### src/rtl/wdog_pkg.sv
package wdog_pkg;
  localparam int unsigned ADDR_W = 12;
  localparam int unsigned DATA_W = 32;

  localparam logic [ADDR_W-1:0] A_LOAD  = 12'h000;
  localparam logic [ADDR_W-1:0] A_COUNT = 12'h004;
  localparam logic [ADDR_W-1:0] A_CTRL  = 12'h008;
  localparam logic [ADDR_W-1:0] A_CLEAR = 12'h00C;
  localparam logic [ADDR_W-1:0] A_STAT  = 12'h014;
  localparam logic [ADDR_W-1:0] A_LOCK  = 12'hC00;

  localparam logic [DATA_W-1:0] UNLOCK_KEY = 32'h1ACC_E551;

  // control bit positions
  localparam int unsigned CB_RSTEN = 0;
  localparam int unsigned CB_RUN   = 1;

  typedef struct packed {
    logic run;
    logic rst_en;
  } ctrl_t;
endpackage

### src/rtl/wdog_regfile.sv
module wdog_regfile
  import wdog_pkg::*;
#(
  parameter int unsigned CNT_W = 32,
  parameter logic [CNT_W-1:0] RST_LOAD = '1
) (
  input  logic              clk,
  input  logic              rst,
  input  logic              psel,
  input  logic              penable,
  input  logic              pwrite,
  input  logic [ADDR_W-1:0] paddr,
  input  logic [DATA_W-1:0] pwdata,
  output logic              locked,
  output logic [CNT_W-1:0]  load_q,
  output ctrl_t             ctrl_q,
  output logic              load_wr,
  output logic [CNT_W-1:0]  load_val,
  output logic              clear_pls
);
  logic wr_acc;
  logic open_wr;

  assign wr_acc    = psel && penable && pwrite;
  assign open_wr   = wr_acc && !locked;
  assign load_wr   = open_wr && (paddr == A_LOAD);
  assign load_val  = pwdata[CNT_W-1:0];
  assign clear_pls = open_wr && (paddr == A_CLEAR) && pwdata[0];

  always_ff @(posedge clk) begin
    if (rst) begin
      locked <= 1'b1;
      load_q <= RST_LOAD;
      ctrl_q <= '0;
    end else if (wr_acc) begin
      if (paddr == A_LOCK)
        locked <= (pwdata != UNLOCK_KEY);
      if (!locked && paddr == A_LOAD)
        load_q <= pwdata[CNT_W-1:0];
      if (!locked && paddr == A_CTRL) begin
        ctrl_q.run    <= pwdata[CB_RUN];
        ctrl_q.rst_en <= pwdata[CB_RSTEN];
      end
    end
  end


  locked_ctrl_hold_chk: assert property (@(posedge clk) disable iff (rst)
    (wr_acc && locked && paddr == A_CTRL) |=> $stable(ctrl_q));

  locked_load_hold_chk: assert property (@(posedge clk) disable iff (rst)
    (wr_acc && locked && paddr == A_LOAD) |=> $stable(load_q));

  key_unlock_chk: assert property (@(posedge clk) disable iff (rst)
    (wr_acc && paddr == A_LOCK && pwdata == UNLOCK_KEY) |=> !locked);

  bad_key_lock_chk: assert property (@(posedge clk) disable iff (rst)
    (wr_acc && paddr == A_LOCK && pwdata != UNLOCK_KEY) |=> locked);
endmodule

### src/rtl/wdog_core.sv
module wdog_core
  import wdog_pkg::*;
#(
  parameter int unsigned CNT_W = 32,
  parameter logic [CNT_W-1:0] RST_LOAD = '1
) (
  input  logic             clk,
  input  logic             rst,
  input  ctrl_t            ctrl_q,
  input  logic [CNT_W-1:0] load_q,
  input  logic             load_wr,
  input  logic [CNT_W-1:0] load_val,
  input  logic             clear_pls,
  output logic [CNT_W-1:0] cnt_q,
  output logic             status_q,
  output logic             irq,
  output logic             wdt_rst_q
);
  logic expire;

  assign expire = ctrl_q.run && (cnt_q == '0) && !load_wr && !clear_pls;
  assign irq    = status_q && ctrl_q.run;

  always_ff @(posedge clk) begin
    if (rst) begin
      cnt_q     <= RST_LOAD;
      status_q  <= 1'b0;
      wdt_rst_q <= 1'b0;
    end else begin
      if (load_wr)
        cnt_q <= load_val;
      else if (clear_pls || expire)
        cnt_q <= load_q;
      else if (ctrl_q.run)
        cnt_q <= cnt_q - 1'b1;

      if (clear_pls)
        status_q <= 1'b0;
      else if (expire)
        status_q <= 1'b1;

      if (expire && status_q && ctrl_q.rst_en)
        wdt_rst_q <= 1'b1;
    end
  end


  rst_sticky_chk: assert property (@(posedge clk) disable iff (rst)
    wdt_rst_q |=> wdt_rst_q);

  rst_needs_pending_chk: assert property (@(posedge clk) disable iff (rst)
    $rose(wdt_rst_q) |-> ($past(status_q) && $past(ctrl_q.rst_en)));

  frozen_count_chk: assert property (@(posedge clk) disable iff (rst)
    (!ctrl_q.run && !load_wr && !clear_pls) |=> $stable(cnt_q));

  first_expiry_zero_chk: assert property (@(posedge clk) disable iff (rst)
    $rose(status_q) |-> ($past(cnt_q) == '0));
endmodule

### src/rtl/wdog_rdmux.sv
module wdog_rdmux
  import wdog_pkg::*;
#(
  parameter int unsigned CNT_W = 32
) (
  input  logic              clk,
  input  logic              rst,
  input  logic              psel,
  input  logic              penable,
  input  logic              pwrite,
  input  logic [ADDR_W-1:0] paddr,
  input  logic              locked,
  input  logic [CNT_W-1:0]  load_q,
  input  logic [CNT_W-1:0]  cnt_q,
  input  ctrl_t             ctrl_q,
  input  logic              status_q,
  output logic [DATA_W-1:0] prdata
);
  logic [DATA_W-1:0] rd_nxt;

  always_comb begin
    rd_nxt = '0;
    unique case (paddr)
      A_LOAD:  rd_nxt = DATA_W'(load_q);
      A_COUNT: rd_nxt = DATA_W'(cnt_q);
      A_CTRL:  rd_nxt = DATA_W'(ctrl_q);
      A_STAT:  rd_nxt = DATA_W'(status_q);
      A_LOCK:  rd_nxt = DATA_W'(locked);
      default: rd_nxt = '0;
    endcase
  end

  always_ff @(posedge clk) begin
    if (rst)
      prdata <= '0;
    else if (psel && !penable && !pwrite)
      prdata <= rd_nxt;
  end
endmodule

### src/rtl/wdog_twostage.sv
module wdog_twostage
  import wdog_pkg::*;
#(
  parameter int unsigned CNT_W = 32,
  parameter logic [CNT_W-1:0] RST_LOAD = '1
) (
  input  logic              clk,
  input  logic              rst,
  input  logic              psel,
  input  logic              penable,
  input  logic              pwrite,
  input  logic [ADDR_W-1:0] paddr,
  input  logic [DATA_W-1:0] pwdata,
  output logic [DATA_W-1:0] prdata,
  output logic              irq,
  output logic              wdt_rst
);
  logic             locked;
  logic [CNT_W-1:0] load_q;
  logic [CNT_W-1:0] load_val;
  logic [CNT_W-1:0] cnt_q;
  ctrl_t            ctrl_q;
  logic             load_wr;
  logic             clear_pls;
  logic             status_q;

  wdog_regfile #(.CNT_W(CNT_W), .RST_LOAD(RST_LOAD)) u_regs (
    .clk(clk), .rst(rst), .psel(psel), .penable(penable), .pwrite(pwrite),
    .paddr(paddr), .pwdata(pwdata), .locked(locked), .load_q(load_q),
    .ctrl_q(ctrl_q), .load_wr(load_wr), .load_val(load_val),
    .clear_pls(clear_pls)
  );

  wdog_core #(.CNT_W(CNT_W), .RST_LOAD(RST_LOAD)) u_core (
    .clk(clk), .rst(rst), .ctrl_q(ctrl_q), .load_q(load_q),
    .load_wr(load_wr), .load_val(load_val), .clear_pls(clear_pls),
    .cnt_q(cnt_q), .status_q(status_q), .irq(irq), .wdt_rst_q(wdt_rst)
  );

  wdog_rdmux #(.CNT_W(CNT_W)) u_rd (
    .clk(clk), .rst(rst), .psel(psel), .penable(penable), .pwrite(pwrite),
    .paddr(paddr), .locked(locked), .load_q(load_q), .cnt_q(cnt_q),
    .ctrl_q(ctrl_q), .status_q(status_q), .prdata(prdata)
  );


  reset_quiet_chk: assert property (@(posedge clk)
    $past(rst) |-> (!wdt_rst && !irq));
endmodule

### config.mk
export PLATFORM = sky130hd
export DESIGN_NAME = wdog_twostage
export DESIGN_NICKNAME = d
export VERILOG_FILES = /design/src/rtl/wdog_pkg.sv /design/src/rtl/wdog_regfile.sv /design/src/rtl/wdog_core.sv /design/src/rtl/wdog_rdmux.sv /design/src/rtl/wdog_twostage.sv
export SDC_FILE = /design/constraint.sdc
export NUM_CORES = 1
export LEC_CHECK = 0
export ABC_AREA = 1
export BUFFER_PORTS_ARGS = -buffer_cell sky130_fd_sc_hd__buf_2
export CORE_MARGIN = 1.5
export CORE_UTILIZATION = 54
export DETAILED_ROUTE_END_ITERATION = 8
export PLACE_DENSITY = 0.77
export SYNTH_ARGS = -nofsm -noshare
export SYNTH_HDL_FRONTEND = slang
export SYNTH_HIERARCHICAL = 1
export SYNTH_SLANG_ARGS = --single-unit
### constraint.sdc
create_clock -name clk -period 1.9 [get_ports clk]
set_input_delay 0.19 -clock clk [delete_from_list [all_inputs] [get_ports clk]]
set_output_delay 0.19 -clock clk [all_outputs]
set_load 0.01 [all_outputs]
======== Yosys cells after proc, flatten, opt, wreduce, memory -nomap -nowiden ========
Index checks and enable logic that the tools add are counted.
storage, ports and cells
  register bits after elaboration ......... 101
  word-level logic and storage cells ...... 48
  output and inout bits ................... 34
cells by class
  add/sub/neg operators ................... 1
  multiplexer cells ....................... 4
  reductions and logical operators ........ 29
  eq/ne operators ......................... 6
operators by type and width
  operator                                                                count
  32-bit one-hot mux with 5 select lines                                  1
  32-bit 2-to-1 mux                                                       3
  32-bit logical NOT                                                      1
  32-bit by 29-bit != test with 1-bit output, second input constant       1
  32-bit by 1-bit subtractor with 32-bit output, second input constant    1
  12-bit by 4-bit equality test with 1-bit output, second input constant  2
  1-bit logical AND                                                       16
  12-bit equality test, second input constant                             1
  12-bit by 3-bit equality test with 1-bit output, second input constant  1
  12-bit by 5-bit equality test with 1-bit output, second input constant  1
  12-bit logical NOT                                                      1
  2-bit AND reduction                                                     3
  1-bit logical NOT                                                       5
  3-bit nonzero test                                                      1
  2-bit OR reduction                                                      1
  1-bit logical OR                                                        1

======== Longest topological paths before layout ========
Gate-level depths: netlist of run 1.
  depth in word-level cells ............... 10
  mapped depth ............................ 15

======== Cells and area by module ========
Netlist of run 1, hierarchy kept.
modules (own cells, without submodules)
  module        seq. area each (um2)  area each (um2)  cells an instance  times used
  wdog_core     680.7                 2839.0           463                1
  wdog_rdmux    640.6                 2100.8           277                1
  wdog_regfile  700.7                 1871.8           255                1

======== Worst setup path after synthesis of run 1 ========
OpenSTA, ideal clock, no wires.
  kind .................................... reg-to-reg
  start ................................... register u_core.cnt_q[0]
  end ..................................... register u_core.cnt_q[11]
  slack ................................... 86 ps
  path buffers ............................ 1
  period minus slack after synthesis ...... 1814 ps
  arrival time ............................ 1699 ps
  setup time .............................. 115 ps
  data required time ...................... 1785 ps
  stages on the path, launching flop included .. 13
  path through ............................ dfxtp_1 -> inv_1 -> ha_1 -> nand2_2 -> nor2_8 -> nand2_4 -> nor2_4 -> nand2_4 -> nand3_4 -> nor2_8 -> buf_6 -> a21oi_1 -> nand2_1
on the way
  longest elaborated chain between the ends .. 7
ends and longest elaborated chain
  element                                                                                line             text
  start, declared                                                                        wdog_core.sv:14  output logic [CNT_W-1:0] cnt_q,
  start signal, assigned                                                                 wdog_core.sv:31  cnt_q <= load_val;
  start signal, assigned                                                                 wdog_core.sv:33  cnt_q <= load_q;
  start signal, assigned                                                                 wdog_core.sv:35  cnt_q <= cnt_q - 1'b1;
  branches (longest 7 deep; another with 32-bit by 1-bit subtractor with 32-bit output)  --
Parallel ways; which one is timed is not known. The select of a mux whose other input is x is not followed.
A chain may end at the register's enable or synchronous reset.

======== Final worst setup path of run 1 ========
  start ................................... register u_regs.locked
  end ..................................... register u_core.cnt_q[25]
on the way
  longest elaborated chain between the ends .. 9
ends and longest elaborated chain
  element                         line                 text
  start, declared                 wdog_regfile.sv:14   output logic locked,
  start signal, assigned          wdog_regfile.sv:37   locked <= (pwdata != UNLOCK_KEY);
  1-bit logical NOT *             wdog_regfile.sv:25   assign open_wr = wr_acc && !locked;
  1-bit logical AND *             wdog_regfile.sv:25
  1-bit logical AND *             wdog_regfile.sv:26   assign load_wr = open_wr && (paddr == A_LOAD);
  net load_wr                     wdog_twostage.sv:23  logic load_wr;
  1-bit logical NOT               wdog_core.sv:21      assign expire = ctrl_q.run && (cnt_q == '0) && !load_wr && !clear_pls;
  1-bit logical AND (2 in a row)  wdog_core.sv:21
  1-bit logical OR                wdog_core.sv:32      else if (clear_pls || expire)
  32-bit 2-to-1 mux               wdog_core.sv:32
  32-bit 2-to-1 mux               wdog_core.sv:30      if (load_wr)
Mark *: on every way through the listed nets, which the timed path passes. The rest lies on a longest branch.

==> results.ini, run 1 <==
[outcome]
outcome=finished, violations left
failed_checks=setup timing

[setup_path]
cp-end-kind=flip-flop
crit-reg2reg-launch=u_regs/locked
critPathKind=flip-flop to flip-flop
crit_required_ns=2.15
setup.worst_path.start_class=flip-flop
setup.worst_path.start=u_regs/locked
worst_path_arrival_time_ns=2.21
worstPathMaxFanout=8

[hold_path]
worst_hold_startpoint=pwdata[10]
hold_path.class=input port to flip-flop

[final_layout]
n_antenna_cell=0
finalNonFillerCells=1270
fin_nets=1147
drive_above_1_share=0.3575
layout-area-overhead-vs-synth_pct=24.38

[logic_synthesis]
yosys_register_bits=101
main_flop_type_after_synthesis=dfxtp_1
yosys.cell_count.top_type=nand2_1
synth_edf_count=0
ys_top_cells_by_count=289 x nand2_1, 172 x nand3_1, 101 x dfxtp_1, 81 x nor2_1, 47 x inv_1
synth.largest_area_cell=dfxtp_1
synth_top_area_share=0.2968
syn_nets=1045
synth_area_leaders=dfxtp_1 30%, nand2_1 16%, nand3_1 13%
avgSynthCellArea_um2=6.846
netlist-cell-type-count=38
async_reset_ff_frac=0
gate_count_after_technology_mapping=995
synth_area_um2=6812
ys_seq_area_frac=0.2968
yosys_warnings=6

[floorplan]
pin_count=83
die_h_um=115.3
core_um2=12160
floorplan.initialDensity=0.5601
die_w_um=115.3
floorplan.rows=40
die_area_um2=13300

[sta]
report.final.hold_viol_count=0
max_slew_margin=0.6087
grt_setup_unrepaired=yes
fin_ws_ns=-0.05753
drv_slew=0
worst_clock_skew_ns=0.005687
whs_ns=0.09139
setup_viol=14
timing.fmax_ghz=0.5108
worst_slew_pin_slew_ns=0.5861
timing.final.crit_share=1.030
min_period_ns=1.958

[route]
remaining_antenna_violation_count=0
detailroute.via_count=7259
drt-initial-drc-count=783
drc_errors=0
wirelength_um=21750
viasPerCell=5.716
routed_wire_length_per_instance_um=17.12
detail_route.first_pass.iterations=6

[global_routing]
grt_overflow=0
first_global_vias=6324
grt_max_degree=44
grt_pass1_wl_um=31260
groute.usage.overall=0.2989
antenna_violations_before_repair=0

[placement]
place.detailed.instances=1229
detailedPlace.worstSlack_ns=-0.03711
post-dp-hpwl_um=13460
port_buffers=82
gp_congestion=0.9355

[power_and_ir_drop]
peakVddDrop_uv=411.6
p_per_area_nw_per_um2=553.6
p_leak_nw=3.676

[cts]
clk-insertion-delay-late_ns=0.36
cell_at_the_root_of_the_clock_tree=clkbuf_16
cts_buffer_depth=2
cts_tree=built
cts_buffers=9
cts_hold_buffers=0
cts.clk_slew.worst_paths_ns=0.07
h-tree-depth=3
cts_sinks=101

[job]
drv_cap=0

-- cell families after synthesis --
kind of cell	Yosys count	share of synthesized area
buffers and inverters	141	0.1313
AO/OA/AOI/OAI	86	0.08376
flip-flops	101	0.2968
AND/OR/NAND/NOR	643	0.4567
XOR/XNOR	23	0.02957
adder cells (fa/ha/maj)	1	0.001837
-- routing by layer --
layer,wire (um),global-route usage,vias to the layer above,share of wire
met4,1036,0.1407,0,0.048
met2,9870,0.4880,441,0.45
met3,2150,0.04059,104,0.099
met1,8691,0.3912,3301,0.40
li1,-,-,3413,-
met5,0,0,-,0
-- timing repair --
action / 4_1_cts / 5_1_grt
gates resized for setup: 1 / 94
cloned: 0 / 9
setup buffers: 0 / 17
setup endpoints to repair: 32 / 32
pin swaps: 1 / 34
-- cells in the final DEF (no fill, tap or decap), types with 4 or more instances in the layout --
cell type,netlist,final
inv_1,47,43
a21oi_1,39,21
a21oi_2,35,51
or2_2,27,27
nand2_1,289,273
xnor2_1,10,10
clkbuf_16,0,15
o21ai_0,5,5
nor2_2,6,13
xor2_1,13,13
nand2_2,6,20
buf_4,40,73
nor2_1,81,68
buf_2,8,82
bufinv_16,0,4
dfxtp_2,0,7
nand4_1,10,10
nand3_2,31,41
buf_12,4,13
nand3_1,172,161
dfxtp_1,101,91
nand2_4,3,4
inv_2,3,7
nor2_4,6,12
-- report_power, final --
group	switching (mW)	internal [mW]	leakage, nW
logic	0.179	0.0866	2.68
registers	0.000678	2.11	0.812
clock network	0.856	1.46	0.183
-- final cells by class --
cell class                 instances  area, um^2
tap                              168       210.2
clock buffer                      10       239.0
clock inverter                     6       133.9
timing repair inverter             2       17.52
timing repair buffer             178        1430
multi-input combinational        753        4192
sequential                       101        2042
inverter                          52       207.7
fill                             989        3690
-- state kept, by name (all words and copies together) (netlist names) --
| signal | flops |
|---|---|
| u_regs/ctrl_q | 2 |
| u_rd/prdata | 32 |
| u_core/status_q | 1 |
| u_core/cnt_q | 32 |
| u_regs/locked | 1 |
| u_regs/load_q | 32 |
| u_core/wdt_rst_q | 1 |
-- worst paths after layout --
path	endpoint	cells past startpoint	slack (ns)
setup / recovery	u_core/cnt_q[25]	13	-0.06
hold / removal	u_regs/load_q[10]	3	0.09
setup reg to reg	u_core/cnt_q[25]	13	-0.06
hold reg to reg	u_rd/prdata[1]	2	0.47
-- through the flow --
stage                 util  setup TNS [ns]  cell area, um^2  power [mW]
floorplan                -               0             6812       2.320
global placement    0.6110               0             7431       2.416
detailed placement  0.6110         -0.7271             7431       2.420
CTS                 0.6415               0             7801       4.703
global route        0.6966          -3.052             8472       4.805
finish              0.6966         -0.3650             8472       4.690
-- critical path, stage by stage (launching register included) --
cell and delay (ns):
dfxtp_2 0.35, nor3_4 0.05, nand3_2 0.09, nor2_4 0.05, inv_2 0.06, nand3_2 0.09, nor3b_4 0.34, nand2_4 0.12
nand3_4 0.11, nor2_8 0.07, buf_12 0.14, buf_16 0.15, a21oi_1 0.16, nand2_1 0.08
No activity file was read; power rests on OpenSTA's default activity.
==> inputs of run 2 (changes only) <==
--- a/config.mk
+++ b/config.mk
@@ -8,9 +8,9 @@
 export ABC_AREA = 1
 export BUFFER_PORTS_ARGS = -buffer_cell sky130_fd_sc_hd__buf_2
 export CORE_MARGIN = 1.5
-export CORE_UTILIZATION = 54
+export CORE_UTILIZATION = 55
 export DETAILED_ROUTE_END_ITERATION = 8
-export PLACE_DENSITY = 0.77
+export PLACE_DENSITY = 0.75
 export SYNTH_ARGS = -nofsm -noshare
 export SYNTH_HDL_FRONTEND = slang
 export SYNTH_HIERARCHICAL = 1
==> constraint.sdc (replaced) <==
create_clock -name clk -period 1.85 [get_ports clk]
set_input_delay 0.185 -clock clk [delete_from_list [all_inputs] [get_ports clk]]
set_output_delay 0.185 -clock clk [all_outputs]
set_load 0.01 [all_outputs]
==> results.ini, run 2 (same netlist as run 1, synthesis figures left out) <==
[outcome]
outcome=finished, violations left
failed_checks=setup timing

[final_layout]
reg.largest.list=u_core/cnt_q x32, u_rd/prdata x32, u_regs/load_q x32
layout.cells.most_common=nand2_1
layout-area-overhead-vs-synth_pct=21.93
n_antenna_cell=0
post_route_standard_cell_area_excluding_fillers_um2=8305
mostFrequentLayoutCells=275 x nand2_1, 162 x nand3_1, 94 x dfxtp_1
drive_above_1_share=0.3528
fin_nets=1159
fillerInstances=1039

[route]
wl_met1_um=8569
drc_errors=0
drt-initial-drc-count=805
highest_layer=met4
detailroute.via_count=7097
detail_route.first_pass.iterations=6
detailroute.wirelength.met3_um=1935
routed_wire_length_per_instance_um=16.25
wirelength_um=20840
wl_met2_um=9656
remaining_antenna_violation_count=0
viasPerCell=5.536

[floorplan]
core_um2=12060
pin_count=83
die_area_um2=13060
die_h_um=114.3
floorplan.rows=40
floorplan.initialDensity=0.5647
die_w_um=114.3

[placement]
detailed_place.area_um2=7486
post-dp-hpwl_um=14150
port_buffers=82
gp_congestion=0.9528

[cts]
h-tree-depth=3
cts_buffer_depth=2
cts.clk_slew.worst_paths_ns=0.07
clk-insertion-delay-late_ns=0.36
cell_at_the_root_of_the_clock_tree=clkbuf_16
cts_buffers=9
cts_sinks=101
cts_hold_buffers=0
cts_tree=built

[global_routing]
grt_max_degree=40
grt_overflow=0
groute.usage.overall=0.3169
antenna_violations_before_repair=0
grt_pass1_wl_um=32380
first_global_vias=6467

[sta]
grt_setup_unrepaired=yes
fin_ws_ns=-0.07260
drv_slew=0
worst_slew_pin_slew_ns=0.5973
worst_clock_skew_ns=0.01108
max_slew_margin=0.6012
timing.final.crit_share=1.039
min_period_ns=1.923
setup_viol=27
final_layout_setup_total_negative_slack_ns=-0.6055
report.final.hold_viol_count=0
timing.fmax_ghz=0.5201

[hold_path]
hold_path.class=input port to flip-flop

[setup_path]
critPathKind=flip-flop to flip-flop
setup.worst_path.start_class=flip-flop
crit_required_ns=2.15
worstPathMaxFanout=7
worst_path_arrival_time_ns=2.22
cp-end-kind=flip-flop

[power_and_ir_drop]
p_per_area_nw_per_um2=546.3
peakVddDrop_uv=331.3
p_leak_nw=3.645

[job]
drv_cap=0

run 2: cell count changes in the layout (fill, tap and decap cells not counted), sizes merged:
cell    change
clkbuf      -6
inv         -1
buf        +18
clkinv      +3
bufinv      -2
run 2: final cells by class:
type	count	area (um^2)	area share
timing repair inverter	1	16.27	0.001958
sequential	101	2033	0.2448
tap	168	210.2	0.02531
multi-input combinational	753	4124	0.4965
clock buffer	9	225.2	0.02712
inverter	52	210.2	0.02531
clock inverter	7	98.84	0.01190
timing repair buffer	191	1388	0.1671
run 2: worst paths after layout:
kind                                  startpoint  slack [ns]  cells past startpoint           endpoint
worst max register to register     u_regs/locked       -0.07                     14   u_core/cnt_q[15]
worst min-delay path                  pwdata[10]        0.09                      3  u_regs/load_q[10]
worst max-delay path               u_regs/locked       -0.07                     14   u_core/cnt_q[15]
worst min register to register  u_core/wdt_rst_q        0.47                      2   u_core/wdt_rst_q
run 2: what timing repair did:
action / 4_1_cts / 5_1_grt
resized for setup: 35 / 51
pin swaps: 6 / 17
setup buffers: 12 / 9
cloned: 2 / 1
hold endpoints to repair: 0 / 0
setup endpoints to repair: 32 / 32
run 2: routing by layer:
metal / track usage / vias to the layer above
li1: - / 3420
met2: 0.5112 / 371
met3: 0.04870 / 64
met1: 0.4174 / 3242
met4: 0.1492 / 0
met5: 0 / -
run 2: per-stage QoR:
step                        util  total power, mW  hold WS (ns)  cells  setup slack [ns]
after global routing      0.6886            4.669        0.1053   1282           -0.1091
after detailed placement  0.6206            2.488        0.4585   1243           -0.1230
final                     0.6886            4.537       0.08948   1282          -0.07260
after global placement    0.6206            2.486        0.4499   1243          -0.03573
after CTS                 0.6686            4.557       0.08328   1273          -0.02211
after floorplan                -            2.383        0.2474    995           0.03579
run 2: critical path, stage by stage, from the launching register on:
cell,delay (ns)
dfxtp_2,0.33
nor3_2,0.11
nand3_1,0.13
nor2_2,0.15
inv_2,0.07
nand3_2,0.10
nor3b_4,0.06
buf_6,0.13
a21oi_4,0.27
buf_12,0.17
buf_8,0.11
nand2_1,0.05
nand3_1,0.06
nand3_1,0.06
nand2_1,0.06
run 2: power by group:
| part | total, mW | leakage [nW] | switching [mW] | internal, mW |
|---|---|---|---|---|
| Sequential | 2.17 | 0.813 | 0.000734 | 2.17 |
| Combinational | 0.271 | 2.67 | 0.179 | 0.0915 |
| Clock | 2.09 | 0.161 | 0.899 | 1.20 |
==> inputs of run 3 (changes only) <==
--- a/config.mk
+++ b/config.mk
@@ -5,12 +5,11 @@
 export SDC_FILE = /design/constraint.sdc
 export NUM_CORES = 1
 export LEC_CHECK = 0
-export ABC_AREA = 1
 export BUFFER_PORTS_ARGS = -buffer_cell sky130_fd_sc_hd__buf_2
 export CORE_MARGIN = 1.5
 export CORE_UTILIZATION = 55
 export DETAILED_ROUTE_END_ITERATION = 8
-export PLACE_DENSITY = 0.75
+export PLACE_DENSITY = 0.76
 export SYNTH_ARGS = -nofsm -noshare
 export SYNTH_HDL_FRONTEND = slang
 export SYNTH_HIERARCHICAL = 1
==> results.ini, run 3 <==
[hold_path]
worst_hold_startpoint=pwdata[30]
hold_path.class=input port to flip-flop
holdPathStages=3
hold_path_end=u_core/cnt_q[30]

[logic_synthesis]
synth_area_leaders=dfxtp_1 33%, nor2_1 6.5%, mux2i_1 6.4%
async_reset_ff_frac=0
synth_edf_count=0
main_flop_type_after_synthesis=dfxtp_1
netlist-cell-type-count=78
synth_compound_gate_area_share=0.1806
yosys_warnings=6
ys_top_cells_by_count=106 x nor2_1, 101 x dfxtp_1, 39 x mux2i_1, 35 x buf_4
synth_top_family_by_area=simple AND/OR/NAND/NOR gates
synth-simple-area-share=0.2613
gate_count_after_technology_mapping=692
synth-xor-area-share=0.02140
avgSynthCellArea_um2=8.872
ys_seq_area_frac=0.3293
synth.area.mux_share=0.1204
synth.largest_area_cell=dfxtp_1
yosys.cell_count.top_type=nor2_1
yosys_register_bits=101
adder_cell_share_of_the_synthesized_area=0.002038
syn_nets=742
synth_area_um2=6140
synth_top_area_share=0.3293

[final_layout]
mostFrequentLayoutCells=110 x buf_4, 101 x nor2_1, 95 x dfxtp_1
layout.cells.most_common=buf_4
fillerInstances=792
layout-area-overhead-vs-synth_pct=29.43
fin_nets=886
reg.largest.list=u_core/cnt_q x32, u_rd/prdata x32, u_regs/load_q x32
drive_above_1_share=0.4821
post_route_standard_cell_area_excluding_fillers_um2=7946
n_antenna_cell=0

[sta]
worst_slew_pin_slew_ns=0.5290
fin_ws_ns=-0.1971
grt_setup_unrepaired=yes
worst_clock_skew_ns=0.01238
drv_slew=0
max_slew_margin=0.6424
setup_viol=32
timing.final.crit_share=1.107
timing.fmax_ghz=0.4885
report.final.hold_viol_count=0
min_period_ns=2.047

[floorplan]
floorplan.initialDensity=0.5664
die_area_um2=11810
floorplan.rows=38
die_w_um=108.7
pin_count=83
core_um2=10840
die_h_um=108.7

[cts]
cts_tree=built
cts_hold_buffers=0
h-tree-depth=3
cts.clk_slew.worst_paths_ns=0.10
clk-insertion-delay-late_ns=0.39
cts_buffer_depth=2
cts_sinks=101
cell_at_the_root_of_the_clock_tree=clkbuf_8
cts_buffers=9

[route]
viasPerCell=6.174
drt-initial-drc-count=492
detail_route.first_pass.iterations=6
drc_errors=0
routed_wire_length_per_instance_um=19.15
remaining_antenna_violation_count=0
wirelength_um=18770
detailroute.via_count=6051

[power_and_ir_drop]
share_clk_of_total_power=0.379
peakVddDrop_uv=534.9
p_per_area_nw_per_um2=505.4
switching_power_of_the_nets_mw=0.9913
post-layout-total-power_mw=4.016
power.sequential.fraction=0.542
pwr-share-comb=0.079
cell_internal_pwr_mw=3.025
switching_share=0.2468
p_leak_nw=3.025

[placement]
post-dp-hpwl_um=12800
port_buffers=82
gp_congestion=0.9500
detailed_place.area_um2=7211

[global_routing]
grt_overflow=0
groute.usage.overall=0.3178
grt_max_degree=93
grt_pass1_wl_um=29100
first_global_vias=5840
antenna_violations_before_repair=0

[setup_path]
crit_required_ns=2.15
cp-end-kind=flip-flop
critPathKind=flip-flop to flip-flop
reg2regPathDepth=8
worst_path_arrival_time_ns=2.34
worstPathMaxFanout=5
crit-reg2reg-launch=u_core/cnt_q[0]
worst_r2r_endpoint=u_core/cnt_q[27]
setup.reg_to_reg.worst_slack_ns=-0.20
setup.worst_path.start_class=flip-flop

[job]
drv_cap=0

[outcome]
outcome=finished, violations left
failed_checks=setup timing

==> run 3: cell types whose count changed in the layout (fill, tap and decap cells not counted), sizes merged, moves of 10 or more <==
cell	delta
nor3	+33
mux2i	+39
inv	-46
a21oi	-55
nor2	+43
a211oi	+10
o21ai	+19
mux2	+31
buf	+18
a22oi	+33
or2	-26
nand3	-191
nand2	-270
nor4	+12
==> run 3: worst max-delay path by stage <==
stage                     start               end  slack, ns  cells after the start
5_1_grt        u_core/cnt_q[23]  u_core/cnt_q[19]      -0.27                      8
3_5_place_dp           paddr[6]  u_core/cnt_q[19]      -0.34                     11
4_1_cts         u_core/cnt_q[0]   u_core/cnt_q[0]      -0.17                      9
2_1_floorplan   u_core/cnt_q[2]  u_core/cnt_q[19]      -0.09                      6
6_report        u_core/cnt_q[0]  u_core/cnt_q[27]      -0.20                      8
3_3_place_gp           paddr[6]  u_core/cnt_q[24]      -0.29                     11
==> run 3: final cells by class <==
cell class                      instances  area, um^2  share of cell area
Clock inverter                          4       45.04            0.005668
Multi-Input combinational cell        510        4005              0.5040
Clock buffer                           11       162.7             0.02047
Inverter                                6       27.53            0.003464
Sequential cell                       101        2034              0.2560
Timing Repair Buffer                  208        1496              0.1883
Tap cell                              140       175.2             0.02204
==> run 3: metal layers <==
| metal | global-route usage | part of all wire | wire length [um] |
|---|---|---|---|
| met1 | 0.4025 | 0.42 | 7885 |
| met3 | 0.05021 | 0.070 | 1320 |
| met5 | 0 | 0 | 0 |
| met4 | 0.1372 | 0.025 | 475 |
| met2 | 0.5350 | 0.48 | 9087 |
==> run 3: stage by stage <==
stage	util	hold WS [ns]	setup TNS [ns]	instances	setup slack [ns]
floorplan	-	0.2541	-0.6376	692	-0.08839
global placement	0.6652	0.4450	-6.759	947	-0.2877
detailed placement	0.6652	0.4610	-7.791	947	-0.3431
CTS	0.7091	0.05413	-3.466	973	-0.1700
global route	0.7330	0.07685	-6.310	980	-0.2692
finish	0.7330	0.07800	-3.270	980	-0.1971
==> run 3: logic make-up (layout without fill, tap and decap cells) <==
family	after synthesis	count (layout)
adders and majority gates	1	1
AOI/OAI and AO/OA	136	136
muxes	70	70
and+or+nand+nor	288	288
xor gates and xnor gates	15	15
DFF	101	101
buffers and inverters	81	229
==> run 3: power by group through the flow <==
| stage | Sequential [mW] | Combinational (mW) | Clock, mW |
|---|---|---|---|
| 6_report | 2.18 | 0.319 | 1.52 |
| 5_1_grt | 2.18 | 0.338 | 1.61 |
| 4_1_cts | 2.18 | 0.309 | 1.54 |
| 3_5_place_dp | 2.23 | 0.307 | 0 |
| 3_3_place_gp | 2.23 | 0.301 | 0 |
| 2_1_floorplan | 2.23 | 0.186 | 0 |
==> run 3: repair_timing <==
item | in CTS | in global routing
resized for setup | 39 | 48
pin swaps | 29 | 26
gates cloned | 0 | 0
setup endpoints to repair | 32 | 32
setup buffers | 11 | 9
==> run 3: critical path, cell delays in order, from the launching register on <==
cell,delay [ns]
dfxtp_4,0.37
buf_12,0.13
nor4_4,0.35
nand4b_4,0.16
buf_6,0.16
or3_4,0.37
o21ai_2,0.15
o21ai_1,0.09
a21o_1,0.18
